`config.mk`:
```
export PLATFORM = sky130hd
export DESIGN_NAME = dual_lfsr_guard
export DESIGN_NICKNAME = d
export VERILOG_FILES = /design/src/rtl/dlfsr_pkg.sv /design/src/rtl/dlfsr_core.sv /design/src/rtl/dlfsr_permute.sv /design/src/rtl/dlfsr_compare.sv /design/src/rtl/dual_lfsr_guard.sv
export SDC_FILE = /design/constraint.sdc
export NUM_CORES = 1
export LEC_CHECK = 0
export ABC_AREA = 0
export BUFFER_PORTS_ARGS = -buffer_cell sky130_fd_sc_hd__buf_2
export CAP_MARGIN = 15
export CORE_MARGIN = 1
export CORE_UTILIZATION = 50
export CTS_BUF_LIST = sky130_fd_sc_hd__clkbuf_4 sky130_fd_sc_hd__clkbuf_8
export CTS_CLUSTER_SIZE = 14
export DETAILED_ROUTE_END_ITERATION = 7
export PLACE_DENSITY = 0.77
export RECOVER_POWER = 50
export SLEW_MARGIN = 20
export SYNTH_ARGS = -nofsm -noshare
export SYNTH_HDL_FRONTEND = slang
export SYNTH_SLANG_ARGS = --single-unit
```
`constraint.sdc`:
```
create_clock -name clk_i -period 2.3 [get_ports clk_i]
set_input_delay 0.46 -clock clk_i [delete_from_list [all_inputs] [get_ports clk_i]]
set_output_delay 0.46 -clock clk_i [all_outputs]
set_load 0.02 [all_outputs]
```
`src/rtl/dlfsr_pkg.sv`:
```
package dlfsr_pkg;

  // Right-shift Galois feedback masks of maximal length
  function automatic logic [63:0] tap_mask(input int unsigned w);
    case (w)
      8:       return 64'h00000000000000B8;
      16:      return 64'h000000000000B400;
      24:      return 64'h0000000000E10000;
      32:      return 64'h00000000A3000000;
      64:      return 64'hD800000000000000;
      default: return 64'h000000000000B400;
    endcase
  endfunction

  // Source bit for output position j; mul must be coprime to w
  function automatic int unsigned perm_src(input int unsigned j, input int unsigned w,
                                           input int unsigned mul, input int unsigned add);
    return (j * mul + add) % w;
  endfunction

endpackage

```
`src/rtl/dlfsr_core.sv`:
```
module dlfsr_core import dlfsr_pkg::*; #(
  parameter int unsigned W     = 16,
  parameter int unsigned ENT_W = 16,
  parameter logic [W-1:0] SEED = 16'hACE1
) (
  input  logic          clk_i,
  input  logic          rst_ni,
  input  logic          adv_i,
  input  logic          load_i,
  input  logic [W-1:0]  seed_i,
  input  logic [ENT_W-1:0] ent_i,
  output logic [W-1:0]  state_o
);
  localparam logic [W-1:0] TAPS = W'(tap_mask(W));

  logic [W-1:0] state_q, state_d, stepped, mixed, cand, ent_ext;

  assign ent_ext = W'(ent_i);
  assign stepped = (state_q >> 1) ^ ({W{state_q[0]}} & TAPS);
  assign mixed   = stepped ^ ent_ext;

  always_comb begin
    if (load_i)     cand = seed_i;
    else if (adv_i) cand = mixed;
    else            cand = state_q;
    // lockup escape
    state_d = (cand == '0) ? SEED : cand;
  end

  always_ff @(posedge clk_i or negedge rst_ni) begin
    if (!rst_ni) state_q <= SEED;
    else         state_q <= state_d;
  end

  assign state_o = state_q;


  state_hold_chk: assert property (@(posedge clk_i) disable iff (!rst_ni)
    (!adv_i && !load_i) |=> $stable(state_q));


  no_lockup_chk: assert property (@(posedge clk_i) disable iff (!rst_ni)
    state_q != '0);


  seed_load_chk: assert property (@(posedge clk_i) disable iff (!rst_ni)
    (load_i && seed_i != '0) |=> state_q == $past(seed_i));


  step_moves_chk: assert property (@(posedge clk_i) disable iff (!rst_ni)
    (adv_i && !load_i && ent_i == '0) |=> state_q != $past(state_q));

endmodule

```
`src/rtl/dlfsr_permute.sv`:
```
module dlfsr_permute import dlfsr_pkg::*; #(
  parameter int unsigned W     = 16,
  parameter int unsigned OUT_W = 8,
  parameter int unsigned MUL   = 5,
  parameter int unsigned ADD   = 3
) (
  input  logic [W-1:0]     state_i,
  output logic [OUT_W-1:0] bits_o
);
  for (genvar j = 0; j < OUT_W; j++) begin : g_bit
    localparam int unsigned SRC = perm_src(j, W, MUL, ADD);
    assign bits_o[j] = state_i[SRC];
  end
endmodule

```
`src/rtl/dlfsr_compare.sv`:
```
module dlfsr_compare #(
  parameter int unsigned W = 16
) (
  input  logic         clk_i,
  input  logic         rst_ni,
  input  logic [W-1:0] a_i,
  input  logic [W-1:0] b_i,
  output logic         diff_o
);
  logic [W-1:0] bit_diff;

  for (genvar i = 0; i < W; i++) begin : g_cmp
    assign bit_diff[i] = a_i[i] ^ b_i[i];
  end

  assign diff_o = |bit_diff;


  diff_flag_chk: assert property (@(posedge clk_i) disable iff (!rst_ni)
    (a_i != b_i) |-> diff_o);
endmodule

```
`src/rtl/dual_lfsr_guard.sv`:
```
module dual_lfsr_guard #(
  parameter int unsigned LFSR_W   = 16,
  parameter int unsigned ENT_W    = 16,
  parameter int unsigned OUT_W    = 8,
  parameter logic [LFSR_W-1:0] SEED = 16'hACE1,
  parameter int unsigned PERM_MUL = 5,
  parameter int unsigned PERM_ADD = 3
) (
  input  logic              clk_i,
  input  logic              rst_ni,
  input  logic              adv_i,
  input  logic              seed_load_i,
  input  logic [LFSR_W-1:0] seed_i,
  input  logic [ENT_W-1:0]  entropy_i,
  output logic [OUT_W-1:0]  rnd_o,
  output logic              mismatch_o
);
  logic [LFSR_W-1:0] state_a, state_b;

  dlfsr_core #(.W(LFSR_W), .ENT_W(ENT_W), .SEED(SEED)) u_core_a (
    .clk_i, .rst_ni, .adv_i, .load_i(seed_load_i), .seed_i,
    .ent_i(entropy_i), .state_o(state_a)
  );

  dlfsr_core #(.W(LFSR_W), .ENT_W(ENT_W), .SEED(SEED)) u_core_b (
    .clk_i, .rst_ni, .adv_i, .load_i(seed_load_i), .seed_i,
    .ent_i(entropy_i), .state_o(state_b)
  );

  dlfsr_compare #(.W(LFSR_W)) u_cmp (
    .clk_i, .rst_ni, .a_i(state_a), .b_i(state_b), .diff_o(mismatch_o)
  );

  dlfsr_permute #(.W(LFSR_W), .OUT_W(OUT_W), .MUL(PERM_MUL), .ADD(PERM_ADD)) u_perm (
    .state_i(state_a), .bits_o(rnd_o)
  );
endmodule

```
* After elaboration in Yosys (flattened, before gate mapping)
Index checks and enable logic that the tools add are counted.
W data, S select, Z words.
** Storage, ports and cells
- Register bits after elaboration :: 32
- Input port bits :: 36
- Output and inout bits :: 9
- Word-level logic and storage cells :: 31
** Operators by class
- Muxes and demuxes :: 6
- Bitwise gates (word level) :: 20
- Reduce and logical (&&, ||, !) cells :: 3
** Operators with widths (count)
- $mux W16 :: 6
- $logic_not A16 Y1 :: 2
- $xor A15 B16 Y16 :: 2
- $xor A16 B16 Y16 :: 2
- $reduce_or A16 Y1 :: 1
- $xor A1 B1 Y1 :: 16

* Logic depth before layout (Yosys ltp)
Gate-level depths: netlist (run 1).
- Depth after elaboration :: 6
- Mapped depth :: 8
- Mapped depth without buffers :: 5

* Cells and area by module
A second synthesis (run 1) with hierarchy kept.
** Unflattened totals
- Cell total of the unflattened synthesis :: 225
- Area total of the unflattened synthesis :: 2456.1 um^2
** Modules (own cells, without submodules)
- dlfsr_core :: instances 2, cells each 98, area each 1112.3 um^2, seq. area each 410.4 um^2
- dlfsr_compare :: instances 1, cells each 21, area each 171.4 um^2, seq. area each 0.0 um^2
- dlfsr_permute :: instances 1, cells each 8, area each 60.1 um^2, seq. area each 0.0 um^2

* Worst setup path before layout (run 1)
OpenSTA, ideal clock, no wires.
- Path kind :: in2reg
- Start :: input seed_load_i
- End :: register u_core_b.state_q[10], in the netlist u_core_b.state_o[10]
- Library setup time :: 76 ps
- Arrival :: 2315 ps
- Data required time :: 2224 ps
- Setup slack :: -90 ps
- Stages :: 8
- Path buffers :: 3
- Path through :: buf_4 nor2_2 buf_6 a221o_1 or4_1 or4_1 buf_6 o21ai_2
** On the way
- Cells in the longest elaborated chain, start to end :: 3
** RTL lines
- start, declared :: RTL line dual_lfsr_guard.sv:12 : input logic seed_load_i,
- $mux W16 (*) :: RTL line dlfsr_core.sv:23 : if (load_i) cand = seed_i;
- $logic_not A16 Y1 :: RTL line dlfsr_core.sv:27 : state_d = (cand == '0) ? SEED : cand;
- $mux W16 (*) :: RTL line dlfsr_core.sv:27
- net u_core_b.state_d[10] :: RTL line dlfsr_core.sv:16 : logic [W-1:0] state_q, state_d, stepped, mixed, cand, ent_ext;
- end signal, assigned :: RTL line dlfsr_core.sv:32 : else state_q <= state_d;
- end, declared :: RTL line dlfsr_core.sv:16
Mark *: on every way through the listed nets, which the timed path passes. The rest lies on a longest branch.

* Worst setup path after layout (run 1)
- Start :: register u_core_b.state_q[10], in the netlist u_core_b.state_o[10]
- End :: register u_core_b.state_q[10], in the netlist u_core_b.state_o[10]
** On the way
- Cells in the longest elaborated chain, start to end :: 6
** RTL lines
- $xor A15 B16 Y16 :: RTL line dlfsr_core.sv:19 : assign stepped = (state_q >> 1) ^ ({W{state_q[0]}} & TAPS);
- $xor A16 B16 Y16 :: RTL line dlfsr_core.sv:20 : assign mixed = stepped ^ ent_ext;
- $mux W16 (*) :: RTL line dlfsr_core.sv:24 : else if (adv_i) cand = mixed;
- $mux W16 (*) :: RTL line dlfsr_core.sv:23
- $logic_not A16 Y1 :: RTL line dlfsr_core.sv:27
- $mux W16 (*) :: RTL line dlfsr_core.sv:27
- net u_core_b.state_d[10] :: RTL line dlfsr_core.sv:16
Marked as above.

==> impl_metrics.json, run 1 <==
{
  "status": "finished with violations",
  "violations": "max-capacitance violations, max-slew violations",
  "place_congestion": 0.883,
  "crit_path_start_kind": "register",
  "antenna_found_initial": 0,
  "wire_per_inst_um": 17.4,
  "fin_crit_ns": 2.24,
  "cts_root_buffer": "clkbuf_8",
  "min_path_type": "in2reg",
  "critical_path_class": "reg2reg",
  "yosysWarnings": 0,
  "nNetsFinal": 307,
  "yosysTopAreaCell": "dfstp_2",
  "syn_to_final_growth_pct": 20.5,
  "required_ns": 2.52,
  "finalHoldViolations": 0,
  "viasPerCell": 5.79,
  "netlist.area_leader.share_pct": 19.0,
  "hold_buffers": 0,
  "dpl.hpwl_um": 4250,
  "drv_cap": 1,
  "die_height_um": 68.5,
  "pwr-share-seq_pct": 40.1,
  "p_int_w": 0.00130,
  "first_pass_iters": 4,
  "num_antenna_cells": 0,
  "finalWirelength_um": 5610,
  "drt_iter0_drc": 227,
  "end_kind": "register",
  "avgSynthCellArea_sq_um": 10.1,
  "ir_worst_vdd_mv": 0.395,
  "grt_max_degree": 33,
  "yosysMostFrequentCell": "xor2_1",
  "synth_nets": 255,
  "num_vias": 1865,
  "fin_area_sq_um": 2660,
  "synthTopCellsByArea": "dfstp_2 19%, dfrtp_1 18%, xor2_1 13%",
  "slew_headroom_pct": -13.5,
  "fin_total_pwr_w": 0.00187,
  "cts_tree": "built",
  "grt_pass1_wl_um": 8600,
  "dieArea_sq_um": 4690,
  "dieWidth_um": 68.5,
  "p_clk_share_pct": 32.0,
  "synthArstFlopShare_pct": 100,
  "ys_seq_area_share_pct": 37.2,
  "drc": 0,
  "tightestPinTransition_ns": 1.70,
  "powerDensity_nw_per_um2": 703,
  "finalClockSkew_ns": 0.00913,
  "ys_seq_elements": 32,
  "setup_viol": 0,
  "clock_path_buffers": 2,
  "synth_cell_types": 39,
  "clock-sinks": 32,
  "p_comb_share_pct": 28.0,
  "cp_max_fo": 7,
  "numCtsBuffers": 5,
  "grt.total_usage_pct": 25.9,
  "placed_cell_area_sq_um": 2520,
  "grt_pass1_vias": 1772,
  "portBuffers": 44,
  "fin_crit_sh_pct": 97.2,
  "cts.htree.levels": 2,
  "synthCells": 219,
  "grt-ovfl-total": 0,
  "p_leak_nw": 1.16,
  "rows": 23,
  "synth_edf_count": 0,
  "synth_common_cells": "33 x xor2_1, 16 x dfrtp_1, 16 x dfstp_2, 16 x xnor2_1, 15 x nor2_1",
  "max_freq_ghz": 0.447,
  "path_clk_slew_ns": 0.07,
  "io_pins": 45,
  "synth.cell_area_sq_um": 2210,
  "switchingPower_w": 0.000569,
  "synthFlopType": "dfstp_2",
  "clk_latency_ns": 0.29,
  "critical_path_arrival_ns": 2.45,
  "drtAntennaViolNets": 0,
  "final_layout_size_suffix_gt1_share_pct": 37.9,
  "start_util_pct": 53.7,
  "core-area_sq_um": 4120,
  "slew_viol_final": 33,
  "switching_share_pct": 30.5
}
[metrics by stage]
stage | hold slack, ns | setup WS (ns) | TNS, ns | utilization [%] | instances
global route | 0.433 | -0.00169 | -0.00169 | 64.7 | 322
detailed placement | 0.556 | -0.146 | -0.963 | 61.2 | 313
CTS | 0.243 | 0.0236 | 0 | 64.2 | 321
global placement | 0.549 | -0.113 | -0.792 | 61.2 | 313
floorplan | 0.164 | 0.00899 | 0 | - | 219
finish | 0.413 | 0.0640 | 0 | 64.7 | 322
[power groups by stage]
stage | Clock [W] | Sequential [W] | Combinational, W
after floorplan | 0 | 0.000730 | 0.000374
after global placement | 0 | 0.000756 | 0.000499
after detailed placement | 0 | 0.000758 | 0.000503
after CTS | 0.000609 | 0.000749 | 0.000510
after global routing | 0.000630 | 0.000759 | 0.000571
final | 0.000598 | 0.000749 | 0.000523
[per-layer routing]
metal | vias up | GRT usage, % | part of all wire [%]
li1 | 893 | - | -
met2 | 76 | 40.1 | 46
met4 | 0 | 9.90 | 1.6
met5 | - | 0 | 0
met1 | 889 | 35.6 | 46
met3 | 7 | 4.50 | 6.3
[timing repair]
item / 4_1_cts / 5_1_grt
buffers inserted: 0 / 1
gates resized for setup: 0 / 3
endpoints found under the setup margin: 0 / 7
[cell families after synthesis]
kind of cell / count (synthesis) / synth area share [%]
DFF: 32 / 37.2
muxes: 2 / 0.907
AOI/OAI and AO/OA: 52 / 19.3
buffers and inverters: 21 / 5.95
xor gates and xnor gates: 51 / 21.6
and+or+nand+nor: 61 / 15.1
[registers in the layout (all words and copies together) (netlist names)]
register / cells
u_core_a.state_o: 16
u_core_b.state_o: 16
[worst max-delay path: stages (launching register included)]
cell and delay [ns]:
dfstp_2 0.55, xor2_1 0.07, a221o_1 0.31, or4_4 0.55
or4_4 0.42, buf_6 0.16, o21ai_2 0.11
[final timing paths]
kind                                       from                   end  slack [ns]  depth (start not counted)
min                                   seed_i[3]   u_core_b.state_o[3]        0.41                          3
min in group asynchronous                rst_ni   u_core_a.state_o[2]        0.61                          1
min reg2reg                 u_core_b.state_o[9]   u_core_b.state_o[9]        0.63                          1
max in group asynchronous                rst_ni  u_core_b.state_o[14]        0.70                          1
max reg2reg                u_core_b.state_o[10]  u_core_b.state_o[10]        0.06                          6
max                        u_core_b.state_o[10]  u_core_b.state_o[10]        0.06                          6
[cell usage in the layout (no fill, tap or decap), types with 5 or more instances in the layout]
| master | count |
|---|---|
| a211oi_1 | 9 |
| a221o_1 | 13 |
| and2_1 | 13 |
| buf_2 | 43 |
| buf_4 | 21 |
| clkbuf_8 | 7 |
| dfrtp_1 | 16 |
| dfstp_2 | 16 |
| nand2_1 | 8 |
| nor2_1 | 15 |
| nor4_1 | 8 |
| o21ai_2 | 5 |
| xnor2_1 | 16 |
| xor2_1 | 33 |
[final cells by class]
cell class / count / area, sq um
repair buffers: 66 / 388
clock buffers: 7 / 96.3
flip-flops and latches: 32 / 821
clock inverters: 1 / 30.0
well taps: 50 / 62.6
multi-input cells: 166 / 1260
fillers: 330 / 1450
Power figures use the tool's default switching activity.
==> run 2, diff against run 1 <==
--- a/config.mk
+++ b/config.mk
@@ -15,6 +15,7 @@
 export DETAILED_ROUTE_END_ITERATION = 7
 export PLACE_DENSITY = 0.77
 export RECOVER_POWER = 50
+export SETUP_SLACK_MARGIN = 0.15
 export SLEW_MARGIN = 20
 export SYNTH_ARGS = -nofsm -noshare
 export SYNTH_HDL_FRONTEND = slang
==> run 2 against run 1 <==
Net effect:
- the flow still finishes with violations (max-capacitance violations, max-slew violations)
- core utilization increased by 2.1 points
- power rose by 2.4%
- critical path depth unchanged
- cell count increased by 2.8%
==> impl_metrics.json, run 2 (same netlist as run 1, synthesis figures left out) <==
{
  "status": "finished with violations",
  "violations": "max-capacitance violations, max-slew violations",
  "dpl.hpwl_um": 4490,
  "io_pins": 45,
  "rows": 23,
  "powerDensity_nw_per_um2": 697,
  "first_pass_iters": 5,
  "start_util_pct": 53.7,
  "nNetsFinal": 316,
  "drt_iter0_drc": 125,
  "viasPerCell": 5.93,
  "p_clk_share_pct": 31.7,
  "path_clk_slew_ns": 0.07,
  "drtAntennaViolNets": 0,
  "setup_viol": 0,
  "drc": 0,
  "slew_viol_final": 33,
  "grt_setup_unrepaired": "yes",
  "grt_pass1_wl_um": 9470,
  "numCtsBuffers": 5,
  "min_path_type": "in2reg",
  "finalClockSkew_ns": 0.00760,
  "p_leak_nw": 1.21,
  "end_kind": "register",
  "ir_worst_vdd_mv": 0.405,
  "pwr-share-seq_pct": 39.0,
  "crit_path_start_kind": "register",
  "grt_pass1_vias": 1935,
  "cts_root_buffer": "clkbuf_8",
  "seq_area_sq_um": 821,
  "tightestPinTransition_ns": 1.69,
  "finalWorstSetupSlack_ns": 0.0982,
  "cts_tree": "built",
  "required_ns": 2.52,
  "place_congestion": 0.930,
  "p_int_w": 0.00132,
  "core-area_sq_um": 4120,
  "clock_path_buffers": 2,
  "antenna_found_initial": 0,
  "switching_share_pct": 31.1,
  "max_freq_ghz": 0.454,
  "critical_path_arrival_ns": 2.42,
  "drv_cap": 1,
  "min_from": "seed_i[3]",
  "grt_max_degree": 33,
  "placed_cell_area_sq_um": 2570,
  "utilization_pct": 66.7,
  "placed_cells": 319,
  "num_antenna_cells": 0,
  "layout_commonest_cell": "buf_2",
  "finalHoldViolations": 0,
  "num_vias": 1962,
  "final_layout_size_suffix_gt1_share_pct": 40.6,
  "clk_latency_ns": 0.29,
  "fin_crit_ns": 2.20,
  "slew_headroom_pct": -12.6,
  "place_ws_ns": -0.211,
  "wire_per_inst_um": 18.2,
  "finalWirelength_um": 6040,
  "portBuffers": 44,
  "startpoint": "u_core_b.state_o[12]",
  "layoutNonFillerInstCount": 331,
  "fin_area_sq_um": 2750,
  "syn_to_final_growth_pct": 24.4,
  "mostFrequentLayoutCells": "43 x buf_2, 33 x xor2_1, 30 x buf_4",
  "grt-ovfl-total": 0,
  "switchingPower_w": 0.000595,
  "dieArea_sq_um": 4690,
  "critical_path_class": "reg2reg",
  "cts.htree.levels": 2,
  "clock-sinks": 32,
  "p_comb_share_pct": 29.2,
  "fin_hold_ws_ns": 0.399,
  "dieWidth_um": 68.5,
  "multi_input_area_sq_um": 1280,
  "fin_crit_sh_pct": 95.7,
  "grt.total_usage_pct": 28.7,
  "num-fill-cells": 335,
  "die_height_um": 68.5,
  "r2r-start": "u_core_b.state_o[12]",
  "cp_max_fo": 7
}
## run 2: final cells by class
type                            instances  share of cell area [%]
Clock inverter                          1                    1.09
Multi-Input combinational cell        166                    46.7
Clock buffer                            7                    3.51
Tap cell                               50                    2.28
Timing Repair Buffer                   75                    16.6
Sequential cell                        32                    29.9
## run 2: critical path, cell delays in order, from the launching register on
cell     delay [ns]
dfrtp_1        0.39
xor2_1         0.16
a221o_1        0.33
or4_4          0.56
or4_4          0.43
buf_6          0.16
o21ai_2        0.11
## run 2: final timing paths
kind,endpoint,slack (ns),cells after the start
max in group asynchronous,u_core_b.state_o[14],0.72,1
min in group asynchronous,u_core_b.state_o[9],0.60,1
max reg2reg,u_core_b.state_o[6],0.1,6
min,u_core_b.state_o[3],0.40,3
min reg2reg,u_core_b.state_o[1],0.64,1
max,u_core_b.state_o[6],0.1,6
## run 2: repair_timing
item                                   CTS  global route
hold buffers                             0             0
gates resized for setup                  4             1
pin swaps                                2             0
setup endpoints to repair                9             8
endpoints found under the hold margin    0             0
buffers inserted                         4             0
cloned                                   0             0
## run 2: metrics by stage
| stage | power (W) | setup TNS (ns) |
|---|---|---|
| 3_5_place_dp | 0.00128 | -1.57 |
| 5_1_grt | 0.00201 | 0 |
| 3_3_place_gp | 0.00127 | -0.900 |
| 4_1_cts | 0.00191 | 0 |
| 2_1_floorplan | 0.00111 | 0 |
| 6_report | 0.00191 | 0 |
## run 2: power groups by stage
| stage | sequential [W] | combinational, W | clock [W] |
|---|---|---|---|
| detailed placement | 0.000760 | 0.000520 | 0 |
| finish | 0.000748 | 0.000560 | 0.000607 |
| floorplan | 0.000730 | 0.000379 | 0 |
| CTS | 0.000747 | 0.000555 | 0.000610 |
| global route | 0.000758 | 0.000610 | 0.000638 |
| global placement | 0.000756 | 0.000512 | 0 |
## run 2: per-layer routing
| metal | share of wire (%) | wire length [um] | track usage [%] |
|---|---|---|---|
| met1 | 43 | 2590 | 36.4 |
| met2 | 46 | 2790 | 43.9 |
| met3 | 7.6 | 462 | 8.33 |
| met4 | 3.2 | 194 | 14.6 |
| met5 | 0 | 0 | 0 |
==> run 3, diff against run 2 <==
==> constraint.sdc (replaced) <==
create_clock -name clk_i -period 2.3 [get_ports clk_i]
set_input_delay 0.46 -clock clk_i [delete_from_list [all_inputs] [get_ports clk_i]]
set_output_delay 0.46 -clock clk_i [all_outputs]
set_load 0.01 [all_outputs]
==> run 3 against run 2 <==
Net effect:
- the run still ends with max-capacitance violations, max-slew violations left
- sequential power about the same
- die area unchanged
- fmax about the same
- core utilization unchanged
- register-to-register slack about the same
- worst hold slack better by 0.0018 ns
- first-iteration DRC count unchanged
- setup slack worse by 0.00079 ns
- critical endpoint unchanged
- largest power group unchanged
- highest routed layer unchanged
==> impl_metrics.json, run 3 (same netlist as run 1, synthesis figures left out) <==
{
  "status": "finished with violations",
  "violations": "max-capacitance violations, max-slew violations",
  "crit_path_frequent_cell": "or4_4",
  "mostFrequentLayoutCells": "43 x buf_2, 33 x xor2_1, 30 x buf_4, 16 x xnor2_1, 16 x dfrtp_1",
  "place_ws_ns": -0.211,
  "syn_to_final_growth_pct": 24.4,
  "cts_tree": "built",
  "crit_path_start_kind": "register",
  "setup_viol": 0,
  "num_vias": 1965,
  "met3_wirelength_um": 470,
  "layout_commonest_cell": "buf_2",
  "drv_cap": 1,
  "first_pass_iters": 4,
  "pwr-share-seq_pct": 39.3,
  "grt_setup_unrepaired": "yes",
  "io_pins": 45,
  "min_from": "seed_i[3]",
  "fin_crit_ns": 2.20,
  "slew_viol_final": 33,
  "clk_latency_ns": 0.29,
  "p_leak_nw": 1.21,
  "core-area_sq_um": 4120,
  "slowest_delay_ns": 0.56,
  "portBuffers": 44,
  "finalWirelength_um": 6040,
  "min_path_type": "in2reg",
  "rows": 23,
  "switching_share_pct": 30.6,
  "finalWorstSetupSlack_ns": 0.0974,
  "r2r_end": "u_core_b.state_o[6]",
  "path_clk_slew_ns": 0.07,
  "clock-sinks": 32,
  "grt.total_usage_pct": 28.7,
  "tightestPinTransition_ns": 1.69,
  "end_kind": "register",
  "worst-path-buf-inv": 1,
  "dieArea_sq_um": 4690,
  "dieWidth_um": 68.5,
  "ir_worst_vdd_mv": 0.405,
  "crit_slowest_cell": "or4_4",
  "p_clk_share_pct": 31.9,
  "switchingPower_w": 0.000581,
  "clock_path_buffers": 2,
  "slew_headroom_pct": -12.8,
  "grt_pass1_wl_um": 9470,
  "reg2reg_slack_ns": 0.1,
  "start_util_pct": 53.7,
  "cts_root_buffer": "clkbuf_8",
  "critical_path_arrival_ns": 2.42,
  "grt_max_degree": 33,
  "critical_path_class": "reg2reg",
  "fin_setup_tns_ns": 0,
  "cp_top_family": "simple AND/OR/NAND/NOR gates",
  "powerDensity_nw_per_um2": 692,
  "whs_path_depth": 3,
  "cp_max_fo": 7,
  "worstHoldEndpoint": "u_core_b.state_o[3]",
  "worst_r2r_path_depth": 6,
  "die_height_um": 68.5,
  "viasPerCell": 5.94,
  "drc": 0,
  "dpl.hpwl_um": 4490,
  "finalHoldViolations": 0,
  "wire_per_inst_um": 18.3,
  "drt_iter0_drc": 125,
  "fin_crit_sh_pct": 95.8,
  "required_ns": 2.52,
  "place_congestion": 0.930,
  "p_int_w": 0.00132,
  "max_freq_ghz": 0.454,
  "wl_met2_um": 2790,
  "p_comb_share_pct": 28.8,
  "final_layout_size_suffix_gt1_share_pct": 40.2,
  "numCtsBuffers": 5,
  "cts.htree.levels": 2,
  "fin_total_pwr_w": 0.00190,
  "detail_route.wirelength.met1_um": 2590,
  "r2r-start": "u_core_b.state_o[12]",
  "hold_buffers": 0,
  "path_cells": "xor2_1 > a221o_1 > or4_4 > or4_4 > buf_6 > o21ai_2",
  "nNetsFinal": 316,
  "num_antenna_cells": 0,
  "finalClockSkew_ns": 0.00760,
  "top_layer": "met4",
  "grt_pass1_vias": 1935,
  "drtAntennaViolNets": 0,
  "antenna_found_initial": 0,
  "grt-ovfl-total": 0
}
run 3: final cells by class:
cell class	count	area (sq um)
clock buffers	7	96.3
fillers	335	1370
flip-flops and latches	32	821
clock inverters	1	30.0
well taps	50	62.6
multi-input cells	166	1280
repair buffers	75	455
run 3: worst register-to-register path, delay by kind of cell (launching register included):
family          cells  cell delay [ns]
simple gates        2             0.99
compound gates      2             0.44
flops               1             0.39
xor+xnor            1             0.16
buf+inv             1             0.16
run 3: stage by stage:
step                      hold WS, ns  instance area (sq um)  instances  util (%)
after global routing            0.420                   2750        331      66.7
after detailed placement        0.549                   2570        319      62.4
after floorplan                 0.164                   2240        219         -
final                           0.401                   2750        331      66.7
after global placement          0.552                   2570        319      62.4
after CTS                       0.242                   2740        331      66.6
run 3: power by group through the flow:
| stage | combinational [W] | clock, W | sequential (W) |
|---|---|---|---|
| global placement | 0.000498 | 0 | 0.000756 |
| global route | 0.000596 | 0.000638 | 0.000758 |
| floorplan | 0.000364 | 0 | 0.000730 |
| detailed placement | 0.000506 | 0 | 0.000760 |
| finish | 0.000546 | 0.000607 | 0.000747 |
| CTS | 0.000541 | 0.000610 | 0.000747 |
run 3: timing repair:
action                     in CTS  in global routing
setup endpoints to repair       9                  8
gates resized for setup         4                  1
pin swaps                       2                  0
setup buffers                   4                  0
run 3: worst max-delay path by stage:
stage,to,startpoint,slack [ns],cells past startpoint
global placement,u_core_b.state_o[5],adv_i,-0.13,7
floorplan,u_core_b.state_o[10],seed_load_i,0.05,8
CTS,u_core_b.state_o[6],u_core_b.state_o[12],0.10,6
detailed placement,u_core_b.state_o[6],adv_i,-0.21,7
finish,u_core_b.state_o[6],u_core_b.state_o[12],0.1,6
global route,mismatch_o,u_core_b.state_o[10],0.04,5
run 3: metal layers:
metal	track usage (%)	up-vias
met5	0	-
met4	14.6	0
met3	8.33	20
met2	43.9	81
met1	36.4	947
li1	-	917
